<file path="src/rtl/exc_entry_pkg.sv">
package exc_entry_pkg;

    typedef enum logic [3:0] {
        EC_NONE     = 4'd0,
        EC_RESET    = 4'd1,
        EC_BUS      = 4'd2,
        EC_DPAGE    = 4'd3,
        EC_IPAGE    = 4'd4,
        EC_TICK     = 4'd5,
        EC_ALIGN    = 4'd6,
        EC_ILLEGAL  = 4'd7,
        EC_EXTINT   = 4'd8,
        EC_DTLB     = 4'd9,
        EC_ITLB     = 4'd10,
        EC_RANGE    = 4'd11,
        EC_SYSCALL  = 4'd12,
        EC_FPU      = 4'd13,
        EC_TRAP     = 4'd14
    } exc_code_e;

    localparam logic [3:0] EC_LAST = 4'd14;

    // status word bit positions
    localparam int SR_SUP      = 0;
    localparam int SR_TICK_EN  = 1;
    localparam int SR_IRQ_EN   = 2;
    localparam int SR_DMMU_EN  = 3;
    localparam int SR_IMMU_EN  = 4;
    localparam int SR_DSLOT_X  = 5;
    localparam int SR_HIGH_VEC = 6;
    localparam int SR_MIN_W    = 7;

endpackage

</file>
<file path="src/rtl/exc_arbiter.sv">
module exc_arbiter
    import exc_entry_pkg::*;
#(
    parameter int CW = 4
) (
    input  logic          exc_valid,
    input  logic [CW-1:0] exc_code,
    input  logic          ext_irq,
    input  logic          tick_irq,
    input  logic          irq_en,
    input  logic          tick_en,
    output logic          take,
    output logic          bad,
    output logic [CW-1:0] code
);
    localparam logic [CW-1:0] FIRST = CW'(1);
    localparam logic [CW-1:0] LAST  = CW'(EC_LAST);

    logic in_range;
    logic tick_cand;
    logic ext_cand;

    assign in_range  = (exc_code >= FIRST) && (exc_code <= LAST);
    assign tick_cand = tick_irq && tick_en;
    assign ext_cand  = ext_irq && irq_en;

    always_comb begin
        take = 1'b0;
        bad  = 1'b0;
        code = '0;
        if (exc_valid) begin
            // synchronous trap always wins over interrupts
            take = in_range;
            bad  = !in_range;
            code = exc_code;
        end else if (tick_cand) begin
            take = 1'b1;
            code = CW'(EC_TICK);
        end else if (ext_cand) begin
            take = 1'b1;
            code = CW'(EC_EXTINT);
        end
    end
endmodule

</file>
<file path="src/rtl/exc_return_pc.sv">
module exc_return_pc #(
    parameter int XLEN       = 32,
    parameter int INSN_BYTES = 4
) (
    input  logic [XLEN-1:0] pc,
    input  logic            dslot,
    input  logic            is_syscall,
    output logic [XLEN-1:0] epc
);
    localparam logic [XLEN-1:0] STEP = XLEN'(INSN_BYTES);

    logic [XLEN-1:0] back;

    assign back = dslot ? (pc - STEP) : pc;
    assign epc  = is_syscall ? (back + STEP) : back;
endmodule

</file>
<file path="src/rtl/exc_vector.sv">
module exc_vector #(
    parameter int XLEN      = 32,
    parameter int CW        = 4,
    parameter int VEC_SHIFT = 8,
    parameter int HIGH_BITS = 4
) (
    input  logic [CW-1:0]   code,
    input  logic            base_en,
    input  logic [XLEN-1:0] base,
    input  logic            high_page,
    output logic [XLEN-1:0] vec
);
    localparam int PAD = XLEN - CW - VEC_SHIFT;
    localparam logic [XLEN-1:0] HIGH_MASK = {{HIGH_BITS{1'b1}}, {(XLEN-HIGH_BITS){1'b0}}};

    logic [XLEN-1:0] offset;

    assign offset = {{PAD{1'b0}}, code, {VEC_SHIFT{1'b0}}};
    assign vec    = offset
                  | (base_en   ? base      : '0)
                  | (high_page ? HIGH_MASK : '0);
endmodule

</file>
<file path="src/rtl/exc_entry_ctrl.sv">
module exc_entry_ctrl
    import exc_entry_pkg::*;
#(
    parameter int              XLEN      = 32,
    parameter int              SR_W      = 16,
    parameter int              CW        = 4,
    parameter int              VEC_SHIFT = 8,
    parameter int              PM_W      = 2,
    parameter logic [SR_W-1:0] SR_RESET  = SR_W'(1)
) (
    input  logic            clk,
    input  logic            rst_n,
    input  logic            exc_valid_i,
    input  logic [CW-1:0]   exc_code_i,
    input  logic [XLEN-1:0] pc_i,
    input  logic            dslot_i,
    input  logic            ext_irq_i,
    input  logic            tick_irq_i,
    input  logic            vbase_en_i,
    input  logic [XLEN-1:0] vbase_i,
    input  logic            sr_wr_i,
    input  logic [SR_W-1:0] sr_wdata_i,
    input  logic            pm_wr_i,
    input  logic [PM_W-1:0] pm_wdata_i,
    input  logic            lock_set_i,
    input  logic [XLEN-1:0] lock_addr_i,
    output logic            redirect_o,
    output logic [XLEN-1:0] new_pc_o,
    output logic [CW-1:0]   cause_o,
    output logic [XLEN-1:0] epc_o,
    output logic [XLEN-1:0] eear_o,
    output logic [SR_W-1:0] esr_o,
    output logic [SR_W-1:0] sr_o,
    output logic [PM_W-1:0] pm_o,
    output logic [XLEN-1:0] lock_addr_o,
    output logic            tlb_flush_o,
    output logic            dslot_clr_o,
    output logic            err_o
);
    typedef struct packed {
        logic [SR_W-1:0] sr;
        logic [SR_W-1:0] esr;
        logic [XLEN-1:0] epc;
        logic [XLEN-1:0] eear;
        logic [XLEN-1:0] new_pc;
        logic [XLEN-1:0] lock;
        logic [PM_W-1:0] pm;
        logic [CW-1:0]   cause;
        logic            redirect;
        logic            flush;
        logic            dclr;
        logic            err;
    } state_t;

    state_t st_d, st_q;

    logic            take_w;
    logic            bad_w;
    logic [CW-1:0]   code_w;
    logic [XLEN-1:0] epc_w;
    logic [XLEN-1:0] vec_w;
    logic [SR_W-1:0] sr_mod;

    exc_arbiter #(.CW(CW)) u_arb (
        .exc_valid (exc_valid_i),
        .exc_code  (exc_code_i),
        .ext_irq   (ext_irq_i),
        .tick_irq  (tick_irq_i),
        .irq_en    (st_q.sr[SR_IRQ_EN]),
        .tick_en   (st_q.sr[SR_TICK_EN]),
        .take      (take_w),
        .bad       (bad_w),
        .code      (code_w)
    );

    exc_return_pc #(.XLEN(XLEN)) u_rpc (
        .pc         (pc_i),
        .dslot      (dslot_i),
        .is_syscall (code_w == CW'(EC_SYSCALL)),
        .epc        (epc_w)
    );

    exc_vector #(.XLEN(XLEN), .CW(CW), .VEC_SHIFT(VEC_SHIFT)) u_vec (
        .code      (code_w),
        .base_en   (vbase_en_i),
        .base      (vbase_i),
        .high_page (st_q.sr[SR_HIGH_VEC]),
        .vec       (vec_w)
    );

    always_comb begin
        st_d          = st_q;
        st_d.redirect = 1'b0;
        st_d.flush    = 1'b0;
        st_d.dclr     = 1'b0;
        st_d.err      = 1'b0;
        sr_mod        = st_q.sr;

        if (sr_wr_i)    st_d.sr   = sr_wdata_i;
        if (pm_wr_i)    st_d.pm   = pm_wdata_i;
        if (lock_set_i) st_d.lock = lock_addr_i;

        if (bad_w) begin
            st_d.err = 1'b1;
        end else if (take_w) begin
            sr_mod[SR_DSLOT_X] = dslot_i;
            st_d.esr           = sr_mod;
            sr_mod[SR_SUP]     = 1'b1;
            sr_mod[SR_TICK_EN] = 1'b0;
            sr_mod[SR_IRQ_EN]  = 1'b0;
            sr_mod[SR_DMMU_EN] = 1'b0;
            sr_mod[SR_IMMU_EN] = 1'b0;
            st_d.sr            = sr_mod;
            st_d.epc           = epc_w;
            if (code_w == CW'(EC_ILLEGAL)) st_d.eear = pc_i;
            st_d.new_pc        = vec_w;
            st_d.cause         = code_w;
            st_d.redirect      = 1'b1;
            st_d.flush         = 1'b1;
            st_d.dclr          = dslot_i;
            st_d.pm            = '0;
            st_d.lock          = '1;
        end
    end

    always_ff @(posedge clk) begin
        if (!rst_n) begin
            st_q      <= '0;
            st_q.sr   <= SR_RESET;
            st_q.lock <= '1;
        end else begin
            st_q <= st_d;
        end
    end

    assign redirect_o  = st_q.redirect;
    assign new_pc_o    = st_q.new_pc;
    assign cause_o     = st_q.cause;
    assign epc_o       = st_q.epc;
    assign eear_o      = st_q.eear;
    assign esr_o       = st_q.esr;
    assign sr_o        = st_q.sr;
    assign pm_o        = st_q.pm;
    assign lock_addr_o = st_q.lock;
    assign tlb_flush_o = st_q.flush;
    assign dslot_clr_o = st_q.dclr;
    assign err_o       = st_q.err;
endmodule

</file>
<file path="config.mk">
export PLATFORM = sky130hd
export DESIGN_NAME = exc_entry_ctrl
export DESIGN_NICKNAME = d
export VERILOG_FILES = /design/src/rtl/exc_entry_pkg.sv /design/src/rtl/exc_arbiter.sv /design/src/rtl/exc_return_pc.sv /design/src/rtl/exc_vector.sv /design/src/rtl/exc_entry_ctrl.sv
export SDC_FILE = /design/constraint.sdc
export NUM_CORES = 1
export LEC_CHECK = 0
export BUFFER_PORTS_ARGS = -buffer_cell sky130_fd_sc_hd__buf_2
export CAP_MARGIN = 20
export CORE_MARGIN = 10
export CORE_UTILIZATION = 53
export DETAILED_ROUTE_END_ITERATION = 16
export PLACE_DENSITY = 0.87
export SYNTH_ARGS = -nofsm -noshare
export SYNTH_HDL_FRONTEND = slang
export SYNTH_HIERARCHICAL = 1
export SYNTH_SLANG_ARGS = --single-unit
</file>
<file path="constraint.sdc">
create_clock -name clk -period 5.2 [get_ports clk]
set_clock_uncertainty 0.2 [all_clocks]
set_input_delay 0.26 -clock clk [delete_from_list [all_inputs] [get_ports clk]]
set_output_delay 0.26 -clock clk [all_outputs]
set_load 0.01 [all_outputs]
</file>
==> qor.csv <==
stage;metric;value;unit
status;status;finished, final reports clean;
timing;setup_tns;0;ns
floorplanning;core_area;14500;µm²
timing;slew_headroom;0.355;
yosys;yosysUniqueCellTypes;71;
global_routing;grt_pass1_vias;8228;
route;wl_per_cell;22.4;µm
cells_and_area;final_nets;1314;
route;postRouteAntennaNets;0;
global_routing;antenna_found_initial;6;
floorplanning;chipWidth;142;µm
cells_and_area;final_util;0.764;
route;dr.pass1.iters;8;
yosys;synth_mux_area_frac;0.0994;
yosys;synth_flop_cell;dfxtp_1;
floorplanning;start_util;0.541;
yosys;ys_top_cells_by_count;dfxtp_1, nand2_1, a22o_1;
cts;cts_setup_buffers;0;
critical_path;arrival;4.06;ns
floorplanning;die_area;20100;µm²
pwr;powerDensity;301;nW/µm²
route;vias;8179;
yosys;synth_fa_ha_area_frac;0.00318;
timing;setup_viol;0;
critical_path;cp.buffers_inverters;2;
cts;cts_buffers;17;
floorplanning;placementRows;44;
hold_path;hold_class;primary input to flop;
placed_design;routabilityCongestion;0.962;
yosys;synthCells;811;
yosys;synth_most_common_cell;dfxtp_1;
timing;maxSlewViolCount;0;
yosys;syn_area_per_cell;9.70;µm²
timing;finalCriticalPeriod;3.94;ns
yosys;synthTopCellsByArea;dfxtp_1, mux2i_1, a22o_1;
route;wirelength;31.0;mm
yosys;yosysTopAreaCell;dfxtp_1;
placed_design;hpwl;18.7;mm
route;via_per_inst;5.90;
global_routing;grt_pass1_wl;47.3;mm
timing;hold_viol_final;0;
critical_path;crit_path_top_delay_cell;nor4_1;
timing;fin_ws;1.26;ns
global_routing;gr-total-overflow;0;
cts;clk_pin_slew_worst_paths;0.07;ns
placed_design;io_buffers;297;
critical_path;cp-start-kind;primary input;
pwr;leakage;5.03;nW
yosys;ys_warn_count;6;
cts;cts_buffer_depth;2;
yosys;async_flop_share;0;
yosys;synth_compound_area_frac;0.177;
route;first_iter_violations;924;
route;drc;0;
critical_path;crit_type;primary input to flop;
critical_path;r2r_slack;1.50;ns
pwr;ir_worst_vdd;0.231;mV
cells_and_area;area_growth;41.2;%
timing;fmax;254;MHz
cts;htree_levels;4;
yosys;synth_top_family_by_area;simple AND/OR/NAND/NOR gates;
cts;root_buffer;clkbuf_16;
yosys;synth-edff-count;0;
yosys;synth-simple-area-share;0.182;
global_routing;grt_usage;0.294;
critical_path;cp_slowest_stage_delay;0.67;ns
critical_path;cp_data_required_time;5.32;ns
placed_design;dp_slack;1.47;ns
floorplanning;die_y;142;µm
cts;clock_sinks;169;
yosys;netlist_area;7870;µm²
yosys;syn-num-nets;941;
critical_path;cp_max_fo;11;
cells_and_area;drive_gt1_frac;0.302;
critical_path;critPathTopFamily;simple AND/OR/NAND/NOR gates;
yosys;synthXorXnorAreaFrac;0.0555;
cts;cts_tree;yes;
yosys;synth_seq_cells;169;
global_routing;grt_max_degree;109;
cells_and_area;num-fill-cells;873;
timing;timing.final.crit_share;0.757;
yosys;synth_seq_area_share;0.430;
timing;grt_setup_unrepaired;false;
timing;worst_pin_slew;0.968;ns
critical_path;path_cells;dlygate4sd3_1 > buf_2 > nor4_1 > nand4_1 > or3_4 > a21oi_4 > o21ai_2 > or4b_4 > xnor2_2 > a22o_1;
cts;clock_latency;0.42;ns
floorplanning;io_pins;298;
yosys;synth_top_area_share;0.430;
critical_path;end_kind;flop;
job;maxCapViolCount;0;
-- registers in the layout (all words and copies together), names as in the netlist --
| name | flops |
|---|---|
| dslot_clr_o | 1 |
| err_o | 1 |
| epc_o | 32 |
| new_pc_o | 32 |
| lock_addr_o | 32 |
| redirect_o | 1 |
| esr_o | 16 |
| sr_o | 16 |
| cause_o | 4 |
| eear_o | 32 |
| pm_o | 2 |
-- cell usage in the layout (no fill, tap or decap), types with 8 or more instances in the layout --
cell | synthesis | routed
dfxtp_1 | 169 | 169
o21ai_0 | 9 | 9
nand4_1 | 9 | 9
a22o_1 | 83 | 83
clkbuf_16 | 0 | 17
dlygate4sd3_1 | 0 | 115
xor2_1 | 15 | 15
nand2_1 | 123 | 123
a21boi_1 | 10 | 10
or4_1 | 9 | 9
buf_2 | 27 | 297
nor2_1 | 22 | 22
a21o_1 | 15 | 15
nor3_1 | 12 | 12
nor4_1 | 12 | 12
and3_1 | 11 | 11
nand3_1 | 8 | 8
mux2i_1 | 77 | 77
o21a_1 | 12 | 12
xnor2_1 | 33 | 33
and2_1 | 31 | 30
-- cell families (layout without fill, tap and decap cells) --
logic type / count (synthesis) / count (layout)
AOI/OAI and AO/OA: 171 / 171
DFF: 169 / 169
and+or+nand+nor: 272 / 272
other: 0 / 6
buffers and inverters: 70 / 456
xor gates and xnor gates: 49 / 49
muxes: 78 / 78
adders and majority gates: 2 / 2
-- metrics by stage --
stage	hold WS (ns)	instance area (µm²)	std cells	power, mW
2_1_floorplan	0.188	7870	811	1.65
3_3_place_gp	0.229	9240	1232	1.80
3_5_place_dp	0.236	9260	1233	1.81
4_1_cts	0.00164	11100	1380	3.31
5_1_grt	0.0175	11100	1387	3.45
6_report	0.0126	11100	1387	3.35
-- worst paths after layout --
kind	cells past startpoint	start	endpoint
setup / recovery	10	pc_i[10]	epc_o[30]
hold / removal	2	rst_n	sr_o[8]
setup reg to reg	12	sr_o[1]	epc_o[30]
hold reg to reg	1	esr_o[5]	esr_o[5]
-- where the power goes --
part	total (mW)	switching (mW)	internal, mW
registers	1.39	0.0392	1.35
clock network	1.46	0.580	0.880
logic	0.497	0.268	0.229
-- what timing repair did --
item / 4_1_cts / 5_1_grt
hold buffers: 115 / 0
resized for setup: 0 / 0
endpoints found under the hold margin: 114 / 0
-- per-layer routing --
layer / track usage / share of wire / vias up / wire, µm
met1: 0.315 / 0.35 / 3819 / 10900
met3: 0.0854 / 0.098 / 121 / 3050
li1: - / - / 3673 / -
met5: 0 / 0 / - / 0
met4: 0.153 / 0.048 / 0 / 1490
met2: 0.513 / 0.50 / 566 / 15600
-- area by class of cell --
class	instances	area (µm²)	area share
antenna	6	15.0	0.00135
sequential	169	3380	0.305
timing repair buffer	419	2720	0.244
tap	184	230	0.0207
multi-input combinational	572	4080	0.367
clock inverter	14	230	0.0207
inverter	5	18.8	0.00169
clock buffer	18	439	0.0395
Power figures use the tool's default switching activity.
